`src/rtl/clkrel_pkg.sv`:
```
package clkrel_pkg;

   typedef enum logic [1:0] {
      ACT_NONE = 2'd0,
      ACT_PRI  = 2'd1,
      ACT_FAST = 2'd2
   } act_e;

   typedef enum logic [1:0] {
      BASE_DIRECT,
      BASE_XTAL,
      BASE_FASTRC,
      BASE_SLOWRC
   } base_e;

   function automatic base_e base_of(input logic [2:0] s);
      case (s)
         3'd0, 3'd1:       return BASE_DIRECT;
         3'd2, 3'd3, 3'd7: return BASE_XTAL;
         3'd4, 3'd5:       return BASE_FASTRC;
         default:          return BASE_SLOWRC;
      endcase
   endfunction

   function automatic logic uses_pll(input logic [2:0] s);
      return (s == 3'd1) || (s == 3'd3) || (s == 3'd5);
   endfunction

   function automatic logic has_osc(input logic [2:0] s);
      return (base_of(s) == BASE_DIRECT) || (base_of(s) == BASE_XTAL);
   endfunction

endpackage

```
`src/rtl/clkrel_startup.sv`:
```
module clkrel_startup
   import clkrel_pkg::*;
#(
   parameter int OST_CYCLES = 1024
) (
   input  logic       clk,
   input  logic       rst_n,
   input  logic       restart,
   input  logic       armed,
   input  logic [2:0] src_sel,
   input  logic       osc_edge,
   input  logic       pll_lock,
   input  logic       fast_rc_ready,
   input  logic       slow_rc_ready,
   output logic       prim_done
);
   localparam int CW = $clog2(OST_CYCLES + 1);

   logic [CW-1:0] xcnt;
   logic          xdone;
   logic          base_ok;
   logic          base_hold;
   logic          lock_ok;
   base_e         kind;

   assign kind    = base_of(src_sel);
   assign xdone   = (xcnt == CW'(OST_CYCLES));
   assign lock_ok = !uses_pll(src_sel) || pll_lock;

   always_comb begin
      unique case (kind)
         BASE_DIRECT: base_ok = 1'b1;
         BASE_XTAL:   base_ok = xdone;
         BASE_FASTRC: base_ok = fast_rc_ready;
         default:     base_ok = slow_rc_ready;
      endcase
   end

   always_ff @(posedge clk or negedge rst_n) begin
      if (!rst_n) begin
         xcnt      <= '0;
         base_hold <= 1'b0;
         prim_done <= 1'b0;
      end else if (restart) begin
         xcnt      <= '0;
         base_hold <= 1'b0;
         prim_done <= 1'b0;
      end else if (armed) begin
         if (kind == BASE_XTAL && osc_edge && !xdone)
            xcnt <= xcnt + CW'(1);
         base_hold <= base_hold | base_ok;
         if ((base_hold || base_ok) && lock_ok)
            prim_done <= 1'b1;
      end
   end

endmodule

```
`src/rtl/clkrel_mon.sv`:
```
module clkrel_mon #(
   parameter int FAIL_TICKS = 64
) (
   input  logic clk,
   input  logic rst_n,
   input  logic restart,
   input  logic enable,
   input  logic osc_edge,
   output logic failed,
   output logic fail_pulse
);
   localparam int GW = $clog2(FAIL_TICKS + 1);

   logic [GW-1:0] gap;
   logic          hit;

   assign hit = !osc_edge && !failed && (gap == GW'(FAIL_TICKS - 1));

   always_ff @(posedge clk or negedge rst_n) begin
      if (!rst_n) begin
         gap        <= '0;
         failed     <= 1'b0;
         fail_pulse <= 1'b0;
      end else if (restart) begin
         gap        <= '0;
         failed     <= 1'b0;
         fail_pulse <= 1'b0;
      end else if (!enable) begin
         gap        <= '0;
         fail_pulse <= 1'b0;
      end else begin
         fail_pulse <= hit;
         failed     <= failed | hit;
         if (osc_edge)
            gap <= '0;
         else if (gap != GW'(FAIL_TICKS))
            gap <= gap + GW'(1);
      end
   end

endmodule

```
`src/rtl/clkrel_arb.sv`:
```
module clkrel_arb
   import clkrel_pkg::*;
(
   input  logic       clk,
   input  logic       rst_n,
   input  logic       restart,
   input  logic       armed,
   input  logic       fast_boot_en,
   input  logic       fast_rc_ready,
   input  logic       prim_done,
   input  logic       failed,
   input  logic       fail_pulse,
   input  logic       trap_clr,
   output logic [1:0] active_src,
   output logic       clk_valid,
   output logic       trap
);
   act_e nxt;
   act_e act_q;

   always_comb begin
      if (restart || !armed)
         nxt = ACT_NONE;
      else if (failed)
         nxt = fast_rc_ready ? ACT_FAST : ACT_NONE;
      else if (prim_done)
         nxt = ACT_PRI;
      else if (fast_boot_en && fast_rc_ready)
         nxt = ACT_FAST;
      else
         nxt = ACT_NONE;
   end

   always_ff @(posedge clk or negedge rst_n) begin
      if (!rst_n) begin
         act_q     <= ACT_NONE;
         clk_valid <= 1'b0;
         trap      <= 1'b0;
      end else begin
         act_q     <= nxt;
         clk_valid <= (nxt != ACT_NONE);
         trap      <= fail_pulse | (trap & !trap_clr);
      end
   end

   assign active_src = act_q;

endmodule

```
`src/rtl/clkrel_ctrl.sv`:
```
module clkrel_ctrl
   import clkrel_pkg::*;
#(
   parameter int OST_CYCLES = 1024,
   parameter int FAIL_TICKS = 64,
   parameter bit MONITOR_EN = 1'b1
) (
   input  logic       clk,
   input  logic       rst_n,
   input  logic       rst_release,
   input  logic [2:0] src_sel,
   input  logic       fast_boot_en,
   input  logic       mon_en,
   input  logic       osc_edge,
   input  logic       pll_lock,
   input  logic       fast_rc_ready,
   input  logic       slow_rc_ready,
   input  logic       trap_clr,
   output logic       clk_valid,
   output logic [1:0] active_src,
   output logic       clk_fail_trap
);
   if (OST_CYCLES < 1) begin : g_bad_ost
      $error("OST_CYCLES must be at least 1");
   end
   if (FAIL_TICKS < 2) begin : g_bad_fail
      $error("FAIL_TICKS must be at least 2");
   end

   logic       armed;
   logic [2:0] sel_q;
   logic       restart;
   logic       prim_done;
   logic       failed;
   logic       fail_pulse;
   logic       mon_on;

   assign restart = rst_release || (armed && (src_sel != sel_q));
   assign mon_on  = armed && mon_en && has_osc(src_sel);

   always_ff @(posedge clk or negedge rst_n) begin
      if (!rst_n) begin
         armed <= 1'b0;
         sel_q <= '0;
      end else begin
         armed <= armed | rst_release;
         sel_q <= src_sel;
      end
   end

   clkrel_startup #(.OST_CYCLES(OST_CYCLES)) u_start (
      .clk           (clk),
      .rst_n         (rst_n),
      .restart       (restart),
      .armed         (armed),
      .src_sel       (src_sel),
      .osc_edge      (osc_edge),
      .pll_lock      (pll_lock),
      .fast_rc_ready (fast_rc_ready),
      .slow_rc_ready (slow_rc_ready),
      .prim_done     (prim_done)
   );

   if (MONITOR_EN) begin : g_mon
      clkrel_mon #(.FAIL_TICKS(FAIL_TICKS)) u_mon (
         .clk        (clk),
         .rst_n      (rst_n),
         .restart    (restart),
         .enable     (mon_on),
         .osc_edge   (osc_edge),
         .failed     (failed),
         .fail_pulse (fail_pulse)
      );
   end else begin : g_nomon
      assign failed     = 1'b0;
      assign fail_pulse = 1'b0;
   end

   clkrel_arb u_arb (
      .clk           (clk),
      .rst_n         (rst_n),
      .restart       (restart),
      .armed         (armed),
      .fast_boot_en  (fast_boot_en),
      .fast_rc_ready (fast_rc_ready),
      .prim_done     (prim_done),
      .failed        (failed),
      .fail_pulse    (fail_pulse),
      .trap_clr      (trap_clr),
      .active_src    (active_src),
      .clk_valid     (clk_valid),
      .trap          (clk_fail_trap)
   );

endmodule

```
`config.mk`:
```
export PLATFORM = sky130hd
export DESIGN_NAME = clkrel_ctrl
export DESIGN_NICKNAME = d
export VERILOG_FILES = /design/src/rtl/clkrel_pkg.sv /design/src/rtl/clkrel_startup.sv /design/src/rtl/clkrel_mon.sv /design/src/rtl/clkrel_arb.sv /design/src/rtl/clkrel_ctrl.sv
export SDC_FILE = /design/constraint.sdc
export NUM_CORES = 1
export LEC_CHECK = 0
export ABC_AREA = 1
export BUFFER_PORTS_ARGS = -buffer_cell sky130_fd_sc_hd__buf_2
export CAP_MARGIN = 20
export CORE_ASPECT_RATIO = 0.7
export CORE_MARGIN = 2
export CORE_UTILIZATION = 52
export CTS_CLUSTER_SIZE = 25
export DETAILED_ROUTE_END_ITERATION = 10
export GPL_TIMING_DRIVEN = 0
export PLACE_DENSITY = 0.75
export SYNTH_ARGS = -nofsm -noshare
export SYNTH_HDL_FRONTEND = slang
export SYNTH_HIERARCHICAL = 1
export SYNTH_SLANG_ARGS = --single-unit
```
`constraint.sdc`:
```
create_clock -name clk -period 1.5 [get_ports clk]
set_input_delay 0.15 -clock clk [delete_from_list [all_inputs] [get_ports clk]]
set_output_delay 0.15 -clock clk [all_outputs]
set_load 0.02 [all_outputs]
```
# Word level (Yosys, flattened, before mapping)

Index checks and enable logic that the tools add are counted.

Add/sub/neg operators: 2
Equal/unequal tests: 13
Multiplexer cells: 23
Bitwise gates (word level): 5
Reductions and logical operators: 34

Operators with widths:

| operator              | count |
|---|---|
| $mux 11               | 3 |
| $mux 7                | 4 |
| $add 11x1->11 const B | 1 |
| $eq 11x11->1 const B  | 1 |
| $mux 2                | 5 |
| $reduce_bool 2->1     | 5 |
| $eq 3x3->1 const B    | 3 |
| $logic_and 1x1->1     | 9 |
| $mux 1                | 9 |
| $add 7x1->7 const B   | 1 |
| $eq 7x6->1 const B    | 1 |
| $logic_or 1x1->1      | 7 |
| $ne 7x7->1 const B    | 1 |
| $eq 3x2->1 const B    | 2 |
| $logic_not 1->1       | 6 |
| $pmux 2 s3            | 1 |
| $ne 4x3->1 const B    | 1 |
| $or 1x1->1            | 4 |
| $reduce_and 2->1      | 2 |
| $reduce_or 2->1       | 2 |
| $eq 3x1->1 const B    | 1 |
| $logic_not 3->1       | 1 |
| $ne 3x3->1            | 1 |
| $pmux 1 s3            | 1 |
| other kinds (5)       | 5 |

Flip-flop bits (word level): 30
Input bits: 13
Output and inout port bits: 4
Word-level logic and storage cells: 88

# Longest topological paths before layout

Gate-level depths: netlist of run 1.

Depth in word-level cells: 10
Gate-level depth with buffers: 11
Depth with buffers taken out: 11

# Hierarchy

Netlist of run 1, hierarchy kept.

By module, submodules not included:

| module         | times used | cells each | area an instance (um^2) | sequential area each (um^2) |
|---|---|---|---|---|
| clkrel_startup | 1          | 124        | 879.6                   | 325.3 |
| clkrel_mon     | 1          | 60         | 466.7                   | 225.2 |
| clkrel_ctrl    | 1          | 26         | 195.2                   | 100.1 |
| clkrel_arb     | 1          | 19         | 165.2                   | 100.1 |

# Least setup slack after synthesis of run 1

Ideal clock, no wire load.

Path kind: register to register
From: reg sel_q[0]
To: reg u_start.xcnt[10]
Library setup time: 0.119 ns
Data arrival time: 1.333 ns
Path slack: 0.048 ns
Cell stages (with the launch flop): 10
Path buffers: 1
Clock period less this slack: 1.452 ns
Cell sequence: dfrtp_1 > inv_1 > nand2_1 > nand3_2 > nor2_1 > nor2_1 > inv_1 > clkbuf_1 > nand4_1 > nand2_1

Word-level cells in the longest chain between the ends: 5

RTL lines:

| item                        | line                 | RTL |
|---|---|---|
| from (decl)                 | clkrel_ctrl.sv:31    | `logic [2:0] sel_q;` |
| from (signal assigned)      | clkrel_ctrl.sv:47    | `sel_q <= src_sel;` |
| $ne 3x3->1 *                | clkrel_ctrl.sv:38    | `assign restart = rst_release \|\| (armed && (src_sel != sel_q));` |
| $logic_and 1x1->1 *         | clkrel_ctrl.sv:38    |  |
| $logic_or 1x1->1 *          | clkrel_ctrl.sv:38    |  |
| via restart                 | clkrel_ctrl.sv:32    | `logic restart;` |
| $reduce_bool 2->1 (no line) | --                   |  |
| $reduce_and 2->1 (no line)  | --                   |  |
| to (signal assigned)        | clkrel_startup.sv:50 | `xcnt <= xcnt + CW'(1);` |
| to (decl)                   | clkrel_startup.sv:19 | `logic [CW-1:0] xcnt;` |

The timed path passes the listed nets; every way through them passes the cells marked *.
A chain may end at the register's enable or synchronous reset.

# Final worst setup path of run 1

From: reg u_start.xcnt[3]
To: reg u_start.xcnt[0]

Word-level cells in the longest chain between the ends: 5

RTL lines:

| item                        | line                 | RTL |
|---|---|---|
| $eq 11x11->1                | clkrel_startup.sv:27 | `assign xdone = (xcnt == CW'(OST_CYCLES));` |
| $logic_not 1->1             | clkrel_startup.sv:49 | `if (kind == BASE_XTAL && osc_edge && !xdone)` |
| $logic_and 1x1->1           | clkrel_startup.sv:49 |  |
| $reduce_bool 2->1 (no line) | --                   |  |
| $reduce_and 2->1 (no line)  | --                   |  |

Every way passes these cells.

==> results of run 1 <==
-- synth_stat cells (2+ instances only) --
cell / n / area share, %
sky130_fd_sc_hd__ha_1: 4 / 2.9
sky130_fd_sc_hd__o21ai_0: 3 / 0.88
sky130_fd_sc_hd__nor2_4: 2 / 1.3
sky130_fd_sc_hd__a21oi_1: 4 / 1.2
sky130_fd_sc_hd__buf_6: 2 / 1.3
sky130_fd_sc_hd__nand2_1: 71 / 16
sky130_fd_sc_hd__nor2_1: 25 / 5.5
sky130_fd_sc_hd__nor2_2: 4 / 1.5
sky130_fd_sc_hd__dfrtp_1: 30 / 44
sky130_fd_sc_hd__nor3_1: 5 / 1.5
sky130_fd_sc_hd__xnor2_1: 2 / 1.0
sky130_fd_sc_hd__nand4_1: 6 / 2.2
sky130_fd_sc_hd__o21bai_1: 2 / 0.88
sky130_fd_sc_hd__inv_1: 33 / 7.3
sky130_fd_sc_hd__nand3b_1: 2 / 0.88
sky130_fd_sc_hd__nand3_1: 21 / 6.2
sky130_fd_sc_hd__xor2_1: 5 / 2.6
-- area by class of cell --
type | count | area, sq um | area share (%)
multi-input combinational | 162 | 883.3 | 42.25
sequential | 30 | 754.5 | 36.09
timing repair buffer | 25 | 153.9 | 7.361
inverter | 34 | 130.1 | 6.224
clock buffer | 7 | 86.33 | 4.129
tap | 38 | 47.55 | 2.274
buffer | 3 | 30.03 | 1.436
clock inverter | 1 | 5.005 | 0.2394
-- final timing paths --
check	start	endpoint	slack (ns)	depth (start not counted)
setup / recovery	u_start/xcnt[3]$_DFFE_PN0P_	u_start/xcnt[0]$_DFFE_PN0P_	0.04	8
hold / removal	trap_clr	u_arb/trap$_DFF_PN0_	0.06	2
setup reg to reg	u_start/xcnt[3]$_DFFE_PN0P_	u_start/xcnt[0]$_DFFE_PN0P_	0.04	8
hold reg to reg	g_mon.u_mon/fail_pulse$_DFF_PN0_	u_arb/trap$_DFF_PN0_	0.46	1
max in group asynchronous	rst_n	armed$_DFF_PN0_	0.58	2
min in group asynchronous	rst_n	u_start/xcnt[10]$_DFFE_PN0P_	0.44	2
-- per-layer routing --
layer | wire [um] | global-route usage [%]
met4 | 34 | 6.481
met1 | 1923 | 32.60
met3 | 214 | 5.814
met5 | 0 | 0
met2 | 1574 | 31.50
-- sequential cells by signal, indices dropped and copies added, names as in the netlist --
name	cells
u_start/base_hold	1
u_start/prim_done	1
armed	1
sel_q	3
g_mon.u_mon/gap	7
g_mon.u_mon/fail_pulse	1
u_arb/clk_valid	1
g_mon.u_mon/failed	1
u_start/xcnt	11
u_arb/active_src	2
u_arb/trap	1
-- through the flow --
stage | worst slack, ns | TNS, ns | util, % | power, mW | hold WS, ns
floorplan | 0.04836 | 0 | - | 0.8852 | -0.1456
global placement | -0.2576 | -3.131 | 58.27 | 0.9347 | 0.2219
detailed placement | -0.2822 | -3.726 | 58.27 | 0.9360 | 0.2253
CTS | 0.01174 | 0 | 62.96 | 1.615 | 0.04691
global route | -0.04967 | -0.2445 | 66.41 | 1.668 | 0.04842
finish | 0.04199 | 0 | 66.41 | 1.606 | 0.05508
-- where the power goes --
group | switching, mW | internal (mW)
logic | 0.0765 | 0.0430
clock network | 0.297 | 0.369
registers | 0.00392 | 0.816
-- cells by family after synthesis --
| logic type | Yosys count | synth area share [%] |
|---|---|---|
| compound gates | 12 | 4.399 |
| simple gates | 139 | 36.00 |
| buf+inv | 37 | 9.090 |
| fa+ha+maj | 4 | 2.933 |
| xor+xnor | 7 | 3.592 |
| flops | 30 | 43.99 |
-- timing repair --
action                                  4_1_cts  5_1_grt
hold endpoints to repair                     30        0
buffers inserted                              4        3
resized for setup                             4       33
endpoints found under the setup margin       19       19
pin swaps                                     1        6
cloned                                        1        0
hold buffers                                  1        0
-- cell usage in the layout, fill, tap and decap left out, types with 5 or more instances in the layout --
cell and n:
sky130_fd_sc_hd__nand2_1 63, sky130_fd_sc_hd__inv_1 29, sky130_fd_sc_hd__dfrtp_1 27, sky130_fd_sc_hd__nor2_1 20
sky130_fd_sc_hd__nand3_1 19, sky130_fd_sc_hd__buf_2 16, sky130_fd_sc_hd__buf_4 8, sky130_fd_sc_hd__nand2_2 7
sky130_fd_sc_hd__nor2_2 6, sky130_fd_sc_hd__clkbuf_8 6, sky130_fd_sc_hd__nand4_1 6, sky130_fd_sc_hd__nor2_4 5
sky130_fd_sc_hd__xor2_1 5
==> summary.log, run 1 <==
qor: sta.max_clock_freq 685.9 MHz
qor: clocking.clk_pin_slew 0.07 ns
qor: critical_path.worst-path-buf-inv 1
qor: floorplan.cell_row_count 17
qor: synth.syn_area 1707 sq um
qor: critical_path.cp_max_fanout 6
qor: global_route.grt_first_pass_wirelength 6.244 mm
qor: sta.finalHoldViolCount 0
qor: synth.yosys_register_bits 30
qor: synth.syn_avg_cell_area 7.453 sq um
qor: final_layout.antenna_cells_inserted 0
qor: clocking.root_buffer sky130_fd_sc_hd__clkbuf_8
qor: global_route.grt_max_degree 31
qor: floorplan.design.core.area 3148 sq um
qor: floorplan.floorplan.die_area 3764 sq um
qor: hold_path.path_type_of_the_worst_min_delay_path in -> reg
qor: floorplan.initial_core_util 54.21%
qor: routing.antenna_left 0
qor: final_layout.syn_to_final_growth 22.51%
qor: synth.number_of_enable_flip_flop_cells_after_synthesis 0
qor: sta.fin_crit_sh 97.20%
qor: routing.number_of_drc_violations_after_detailed_routing_iteration_0 82
qor: critical_path.required 1.72 ns
qor: global_route.grt_remaining_overflow 0
qor: synth.postSynthNetCount 246
qor: routing.routed_wire_length_per_instance 12.49 um
qor: sta.worst_clock_skew 0.006986 ns
qor: final_layout.layout.filler_cells 271
qor: power.p_leak 1.114 nW
qor: critical_path.worstSetupPathType reg -> reg
qor: placement.post-place-cells 283
qor: sta.max_slew_margin 54.96%
qor: synth.synth_sequential_area_ratio 43.99%
qor: clocking.number_of_buffers_on_the_longest_clock_path 2
qor: synth.postSynth.topFlopCell sky130_fd_sc_hd__dfrtp_1
qor: critical_path.endpoint_kind flip-flop
qor: synth.synth_cell_types 25
qor: placement.final_gp_congestion 0.8397
qor: clocking.cts-buffers-inserted 5
qor: power.vdd_drop_max 0.5124 mV
qor: placement.detailedPlacementHpwl 2.563 mm
qor: critical_path.worstSetupStartpointType flip-flop
qor: sta.setup_viol 0
qor: final_layout.stdcell_area 2091 sq um
qor: job.cap_viol_max_count 0
qor: floorplan.die-width 72.48 um
qor: floorplan.number_of_ports_placed_on_the_die_boundary 17
qor: critical_path.path_delay_family simple AND/OR/NAND/NOR gates
qor: power.power_per_cell_area 768.2 nW/um^2
qor: critical_path.crit_top_cell sky130_fd_sc_hd__nor2_4
qor: clocking.clk_latency 0.28 ns
qor: final_layout.post_layout_nonfiller_instances 300
qor: critical_path.crit_slowest_cell sky130_fd_sc_hd__dfrtp_2
qor: sta.timing_max_transition_violations_final 0
qor: placement.buffers_on_ports 16
qor: global_route.grt_use_total 22.04%
qor: synth.synthesis.instances 229
qor: critical_path.critical-path-max-stage-delay 0.45 ns
qor: sta.worstMarginPinSlew 0.6756 ns
qor: sta.period_needed 1.458 ns
qor: routing.via_per_inst 5.157
qor: clocking.ctsHtreeMaxLevel 2
qor: sta.rsz0062_at_grt yes
qor: routing.finalWirelength 3.746 mm
qor: global_route.first_global_vias 1401
qor: final_layout.final_layout_size_suffix_gt1_share 26.34%
qor: synth.asyncSetResetFlopFracSynth 100.0%
qor: global_route.grt_antenna_before_repair 0
qor: placement.placedInstanceArea 1834 sq um
qor: routing.drt_pass1_iterations 4
qor: clocking.tritoncts yes
qor: routing.vias 1547
qor: run_status.run_status completed
qor: critical_path.timing.critical_path.cells nor2_1, nand3_2, nor2_4, nor2_4, nor2_4, buf_6, nand2_2, nand2_2
qor: final_layout.final_nets 278
qor: floorplan.fp.dieH 51.93 um
qor: critical_path.critPathArrivalTime 1.67 ns
qor: synth.warnings_from_yosys 6
qor: routing.drc_errors_left 0
qor: clocking.clock-sinks 30
Power figures use the tool's default switching activity.
==> run 2: changes to the inputs <==
- CORE_UTILIZATION: 52 -> 31
- PLACE_DENSITY: 0.75 -> 0.5
- clock period: 1.5 -> 1.3 ns (I/O delays scaled with it)
==> run 2 against run 1 <==
  * Total power grew 25%
  * Largest cell class unchanged
  * Clock-buffer cell count fell by 2
  * The flow now finishes with violations (negative setup slack)
  * Flip-flop and latch count is the same
  * Setup slack got worse by 0.19 ns
  * Combinational power increased by 16%
  * Routed wire length rose by 0.67%
  * Hold slack lost 0.035 ns
  * Highest routed layer unchanged
  * Sequential power increased by 15%
==> summary.log, run 2 (synthesis results as in run 1) <==
qor: placement.buffers_on_ports 16 [unchanged]
qor: floorplan.floorplan.die_area 6125 sq um [+63%]
qor: floorplan.cell_row_count 22 [+5]
qor: critical_path.worstSetupStartpointType flip-flop
qor: run_status.violations negative setup slack
qor: routing.vias 1462 [-5.5%]
qor: sta.tns -2.001 ns [-2.001 ns]
qor: final_layout.max_ffs_per_register 11 [unchanged]
qor: clocking.root_buffer sky130_fd_sc_hd__clkbuf_8
qor: routing.via_per_inst 4.364 [-15%]
qor: sta.rsz0062_at_grt yes
qor: hold_path.path_type_of_the_worst_min_delay_path in -> reg
qor: routing.drc_errors_left 0 [unchanged]
qor: clocking.clk_latency 0.28 ns [about the same]
qor: critical_path.worstSetupPathType reg -> reg
qor: routing.routed_wire_length_per_instance 11.26 um [-9.9%]
qor: power.total_power 2.012 mW [+25%]
qor: sta.period_needed 1.449 ns [-0.008887 ns]
qor: sta.worstMarginPinSlew 0.7237 ns [+0.04814 ns]
qor: clocking.clk_pin_slew 0.07 ns [about the same]
qor: placement.placedInstanceArea 1891 sq um [+3.1%]
qor: final_layout.final_nets 279 [+0.36%]
qor: clocking.ctsHtreeMaxLevel 2 [unchanged]
qor: final_layout.layout_commonest_cell sky130_fd_sc_hd__nand2_1
qor: clocking.clock-sinks 30 [unchanged]
qor: critical_path.required 1.51 ns [-0.21 ns]
qor: placement.detailedPlacementHpwl 2.575 mm [+0.46%]
qor: routing.number_of_drc_violations_after_detailed_routing_iteration_0 71 [-13%]
qor: routing.drt_pass1_iterations 6 [+2]
qor: floorplan.number_of_ports_placed_on_the_die_boundary 17 [unchanged]
qor: final_layout.final_util 40.86% [-26 points]
qor: sta.max_clock_freq 690.1 MHz [+0.61%]
qor: sta.finalHoldViolCount 0 [unchanged]
qor: routing.finalWirelength 3.771 mm [+0.67%]
qor: critical_path.critPathArrivalTime 1.66 ns [about the same]
qor: sta.max_slew_margin 51.75% [-3.2 points]
qor: sta.worst_hold_slack 0.02021 ns [-0.03487 ns]
qor: final_layout.syn_to_final_growth 26.54%
qor: critical_path.endpoint_kind flip-flop
qor: sta.worst_clock_skew 0.009654 ns [+0.002667 ns]
qor: final_layout.mostFrequentLayoutCells sky130_fd_sc_hd__nand2_1, sky130_fd_sc_hd__inv_1, sky130_fd_sc_hd__dfrtp_1, sky130_fd_sc_hd__nor2_1, sky130_fd_sc_hd__nand3_1
qor: final_layout.regMostFlops u_start/xcnt
qor: sta.setup_viol 22 [+22]
qor: sta.setup_slack -0.1491 ns [-0.1911 ns]
qor: global_route.grt_first_pass_wirelength 6.555 mm [+5.0%]
qor: global_route.grt_antenna_before_repair 0 [unchanged]
qor: global_route.grt_remaining_overflow 0 [unchanged]
qor: clocking.tritoncts yes
qor: power.vdd_drop_max 0.3143 mV [-39%]
qor: run_status.run_status finished, violations left
qor: floorplan.initial_core_util 32.29% [-22 points]
qor: critical_path.cp_max_fanout 5 [-1]
qor: job.cap_viol_max_count 0 [unchanged]
qor: sta.timing_max_transition_violations_final 0 [unchanged]
qor: floorplan.fp.dieH 66.08 um [+27%]
qor: final_layout.layout_top_registers u_start/xcnt (11), g_mon.u_mon/gap (7), sel_q (3)
qor: clocking.cts-buffers-inserted 5 [unchanged]
qor: power.p_leak 1.116 nW [+0.23%]
qor: final_layout.final_layout_size_suffix_gt1_share 26.62% [+0.28 points]
qor: clocking.number_of_buffers_on_the_longest_clock_path 2 [unchanged]
qor: sta.fin_crit_sh 111.5% [+14 points]
qor: global_route.grt_use_total 13.91% [-8.1 points]
qor: floorplan.design.core.area 5285 sq um [+68%]
qor: global_route.first_global_vias 1353 [-3.4%]
qor: final_layout.antenna_cells_inserted 0 [unchanged]
qor: global_route.grt_max_degree 31 [unchanged]
qor: power.power_per_cell_area 931.8 nW/um^2 [+21%]
qor: floorplan.die-width 92.69 um [+28%]
qor: placement.final_gp_congestion 0.7962 [-5.2%]
qor: final_layout.stdcell_area 2160 sq um [+3.3%]
qor: routing.antenna_left 0 [unchanged]
[run 2: final timing paths]
kind,startpoint,end,slack [ns],depth (start not counted)
min,trap_clr,u_arb/trap$_DFF_PN0_,0.02,2
max in group asynchronous,rst_n,armed$_DFF_PN0_,0.34,2
max,u_start/xcnt[0]$_DFFE_PN0P_,u_start/xcnt[4]$_DFFE_PN0P_,-0.15,11
min reg2reg,g_mon.u_mon/fail_pulse$_DFF_PN0_,u_arb/trap$_DFF_PN0_,0.44,1
min in group asynchronous,rst_n,u_start/xcnt[1]$_DFFE_PN0P_,0.44,2
max reg2reg,u_start/xcnt[0]$_DFFE_PN0P_,u_start/xcnt[4]$_DFFE_PN0P_,-0.15,11
[run 2: repair_timing]
action,CTS,global route
endpoints found under the hold margin,30,0
endpoints found under the setup margin,24,24
gates resized for setup,14,15
hold buffers,1,0
gates cloned,1,0
pin swaps,8,7
setup buffers,6,2
[run 2: worst max-delay path, stage by stage, from the launching register on]
cell                      delay, ns
sky130_fd_sc_hd__dfrtp_1       0.42
sky130_fd_sc_hd__inv_2         0.10
sky130_fd_sc_hd__ha_4          0.13
sky130_fd_sc_hd__nand2_2       0.04
sky130_fd_sc_hd__inv_2         0.06
sky130_fd_sc_hd__nand2_4       0.05
sky130_fd_sc_hd__nor2_4        0.10
sky130_fd_sc_hd__nor2_4        0.05
sky130_fd_sc_hd__nor2_4        0.16
sky130_fd_sc_hd__buf_6         0.16
sky130_fd_sc_hd__nand2_2       0.05
sky130_fd_sc_hd__o21ai_2       0.05
[run 2: stage by stage]
step | std cells | setup slack (ns)
6_report | 335 | -0.1491
5_1_grt | 335 | -0.2348
4_1_cts | 333 | -0.1619
3_5_place_dp | 317 | -0.3405
3_3_place_gp | 317 | -0.3303
2_1_floorplan | 229 | -0.1230
[run 2: layout make-up]
class	instances	area (sq um)
multi-input cells	162	879.6
clock buffers	5	68.82
clock inverters	3	40.04
well taps	72	90.09
inverters	34	130.1
plain buffers	3	36.28
fillers	556	3126
flip-flops and latches	30	753.2
repair buffers	26	161.4
[run 2: routing by layer]
metal	track usage, %	vias up	share of wire [%]	wire, um
met3	3.079	2	4.3	163
li1	-	778	-	-
met5	0	-	0	0
met1	21.83	648	58	2188
met2	18.34	34	37	1385
met4	4.779	0	0.90	34
[run 2: power breakdown]
| group | switching [mW] | leakage, nW | internal (mW) |
|---|---|---|---|
| Combinational | 0.0890 | 0.654 | 0.0504 |
| Clock | 0.363 | 0.0579 | 0.564 |
| Sequential | 0.00495 | 0.405 | 0.941 |
| Total | 0.457 | 1.12 | 1.56 |
==> run 3: changes to the inputs <==
- CORE_UTILIZATION: 31 -> 52
- PLACE_DENSITY: 0.5 -> 0.75
==> run 3 against run 2 <==
  * The run still ends with negative setup slack left
  * Global-route usage is 8.3 points higher
  * Non-clock buffer count is 2 higher
  * Maximum frequency is 0.41% lower
  * Clock power is 16% lower
  * Combinational power hardly changed
  * Critical path depth is 6 lower
  * Clock skew is 0.0073 ns lower
  * Die area is 39% lower
  * Largest cell class unchanged
  * Highest routed layer unchanged
==> summary.log, run 3 (synthesis results as in run 1) <==
qor: run_status.run_status finished, violations left
qor: run_status.violations negative setup slack
qor: power.power.switching_fraction 24.05% [+1.3 points]
qor: floorplan.die-width 72.48 um [-22%]
qor: final_layout.max_ffs_per_register 11 [unchanged]
qor: critical_path.timing.critical_path.from u_start/xcnt[5]$_DFFE_PN0P_
qor: clocking.clock-sinks 30 [unchanged]
qor: clocking.cts-buffers-inserted 5 [unchanged]
qor: critical_path.worstSetupPathType reg -> reg
qor: critical_path.worstSetupStartpointType flip-flop
qor: critical_path.crit_top_cell sky130_fd_sc_hd__nand4_1
qor: placement.final_gp_congestion 0.7901 [-0.77%]
qor: floorplan.floorplan.die_area 3764 sq um [-39%]
qor: global_route.grt_antenna_before_repair 0 [unchanged]
qor: hold_path.hold-path-cell-count 1 [-1]
qor: sta.max_clock_freq 687.3 MHz [-0.41%]
qor: placement.post-place-cells 283 [-11%]
qor: final_layout.layout_commonest_cell sky130_fd_sc_hd__nand2_1
qor: critical_path.worstRegToRegCells 5 [-6]
qor: power.total_power 1.867 mW [-7.2%]
qor: power.share_seq_of_total_power 50.7% [+3.7 points]
qor: power.power_per_cell_area 852.7 nW/um^2 [-8.5%]
qor: power.vdd_drop_max 0.6412 mV [+100%]
qor: routing.vias 1563 [+6.9%]
qor: power.power.clock.fraction 41.8% [-4.2 points]
qor: clocking.ctsHtreeMaxLevel 2 [unchanged]
qor: final_layout.multiInputGateArea 950.9 sq um [+8.1%]
qor: clocking.clk_latency 0.29 ns [about the same]
qor: power.power.share.combinational 7.5% [+0.6 points]
qor: global_route.grt_remaining_overflow 0 [unchanged]
qor: sta.period_needed 1.455 ns [+0.005944 ns]
qor: final_layout.antenna_cells_inserted 0 [unchanged]
qor: floorplan.number_of_ports_placed_on_the_die_boundary 17 [unchanged]
qor: hold_path.path_type_of_the_worst_min_delay_path in -> reg
qor: critical_path.critical-path-max-stage-delay 0.46 ns [+0.04 ns]
qor: clocking.clk_pin_slew 0.06 ns [about the same]
qor: global_route.first_global_vias 1344 [-0.67%]
qor: floorplan.cell_row_count 17 [-23%]
qor: routing.drc_errors_left 0 [unchanged]
qor: critical_path.cp_max_fanout 5 [unchanged]
qor: critical_path.rrSetupSlack -0.16 ns [about the same]
qor: critical_path.timing.critical_path.cells inv_1, nor3_1, nand4_1, nand4_1, nand2_2
qor: routing.routed_wire_length_per_instance 12.49 um [+11%]
qor: critical_path.critPathArrivalTime 1.63 ns [-0.03 ns]
qor: floorplan.design.core.area 3148 sq um [-40%]
qor: final_layout.syn_to_final_growth 28.30%
qor: power.p_leak 1.141 nW [+2.2%]
qor: floorplan.fp.dieH 51.93 um [-21%]
qor: final_layout.mostFrequentLayoutCells sky130_fd_sc_hd__nand2_1, sky130_fd_sc_hd__inv_1, sky130_fd_sc_hd__dfrtp_1, sky130_fd_sc_hd__nor2_1, sky130_fd_sc_hd__buf_2
qor: final_layout.final_nets 281 [+0.72%]
qor: clocking.number_of_buffers_on_the_longest_clock_path 2 [unchanged]
qor: sta.timing_max_transition_violations_final 0 [unchanged]
qor: final_layout.post_layout_nonfiller_instances 303 [-9.6%]
qor: global_route.grt_use_total 22.19% [+8.3 points]
qor: critical_path.crit_slowest_cell sky130_fd_sc_hd__dfrtp_1
qor: clocking.root_buffer sky130_fd_sc_hd__clkbuf_8
qor: floorplan.initial_core_util 54.21% [+22 points]
qor: placement.detailedPlacementHpwl 2.400 mm [-6.8%]
qor: final_layout.seq_area 753.2 sq um [unchanged]
qor: hold_path.worstHoldEndpoint sel_q[0]$_DFF_PN0_
qor: final_layout.layout.filler_cells 246 [-56%]
qor: routing.finalWirelength 3.783 mm [+0.32%]
qor: critical_path.r2r-end u_start/xcnt[9]$_DFFE_PN0P_
qor: power.internal_power 1.418 mW [-8.8%]
qor: sta.setup_slack -0.1551 ns [-0.005944 ns]
qor: sta.rsz0062_at_grt yes
qor: sta.max_slew_margin 55.42% [+3.7 points]
qor: sta.setup_viol 20 [-9.1%]
qor: sta.fin_crit_sh 111.9% [+0.46 points]
qor: routing.drt_pass1_iterations 4 [-2]
qor: global_route.grt_first_pass_wirelength 6.210 mm [-5.3%]
qor: power.p_sw 449.1 uW [-1.7%]
qor: global_route.grt_max_degree 31 [unchanged]
qor: final_layout.final_layout_size_suffix_gt1_share 32.08% [+5.5 points]
qor: sta.worstMarginPinSlew 0.6687 ns [-0.05509 ns]
qor: routing.number_of_drc_violations_after_detailed_routing_iteration_0 105 [+48%]
qor: placement.pre_cts_slack -0.3281 ns [+0.01243 ns]
qor: critical_path.endpoint_kind flip-flop
qor: job.cap_viol_max_count 0 [unchanged]
qor: hold_path.hold_startpoint src_sel[0]
qor: sta.finalHoldViolCount 0 [unchanged]
qor: routing.via_per_inst 5.158 [+18%]
qor: final_layout.layout_top_registers u_start/xcnt (11), g_mon.u_mon/gap (7), sel_q (3)
qor: critical_path.required 1.47 ns [-0.04 ns]
qor: sta.worst_clock_skew 0.002386 ns [-0.007268 ns]
qor: clocking.tritoncts yes
qor: final_layout.regMostFlops u_start/xcnt
qor: routing.antenna_left 0 [unchanged]
qor: critical_path.timing.rr.start u_start/xcnt[5]$_DFFE_PN0P_
qor: placement.buffers_on_ports 16 [unchanged]
run 3: cell count changes in the layout (fill, tap and decap cells not counted), sizes merged:
cell,delta
buf,+3
bufinv,-1
clkbuf,+1
inv,-1
run 3: cell type report:
class	count	share of cell area, %
buffer	3	1.714
timing repair buffer	28	8.057
inverter	34	6.057
sequential	30	34.40
tap	38	2.171
clock buffer	7	3.943
clock inverter	1	0.2286
multi-input combinational	162	43.43
run 3: power groups by stage:
stage,clock network (mW),logic [mW],registers [mW]
floorplan,0,0.0581,0.965
global placement,0,0.117,0.963
detailed placement,0,0.119,0.964
CTS,0.798,0.136,0.946
global route,0.831,0.157,0.947
finish,0.780,0.140,0.946
run 3: timing repair:
action | in CTS | in global routing
setup endpoints to repair | 24 | 24
hold endpoints to repair | 30 | 0
cloned | 1 | 0
resized for setup | 16 | 32
setup buffers | 7 | 3
pin swaps | 5 | 18
hold buffers | 1 | 0
run 3: routing by layer:
metal,wire (um),share of wire [%],vias up,track usage [%]
met5,0,0,-,0
met4,75,2.0,0,9.259
met3,295,7.8,9,5.233
met2,1552,41,57,30.28
met1,1860,49,709,33.37
li1,-,-,788,-
run 3: worst max-delay path by stage:
stage                                             end  slack (ns)  cells past startpoint
after floorplan           u_start/xcnt[4]$_DFFE_PN0P_       -0.12                     11
after global placement    u_start/xcnt[0]$_DFFE_PN0P_       -0.29                     11
after detailed placement  u_start/xcnt[0]$_DFFE_PN0P_       -0.33                     11
after CTS                 u_start/xcnt[0]$_DFFE_PN0P_       -0.12                     11
after global routing      u_start/xcnt[9]$_DFFE_PN0P_       -0.23                     11
final                     u_start/xcnt[9]$_DFFE_PN0P_       -0.16                      5
run 3: per-stage QoR:
stage               cell area (sq um)  hold slack [ns]  util, %  TNS, ns
floorplan                        1720          -0.1656        -   -1.124
global placement                 1848           0.2067    58.70   -3.971
detailed placement               1848           0.2089    58.70   -4.751
CTS                              2068          0.01736    65.70   -1.655
global route                     2190          0.02244    69.55   -3.554
finish                           2190          0.02040    69.55   -1.447
run 3: critical path, delay by kind of cell, from the launching register on:
kind          cells  cell delay (ns)
buf+inv           1             0.14
flops             1             0.46
simple gates      4             0.75
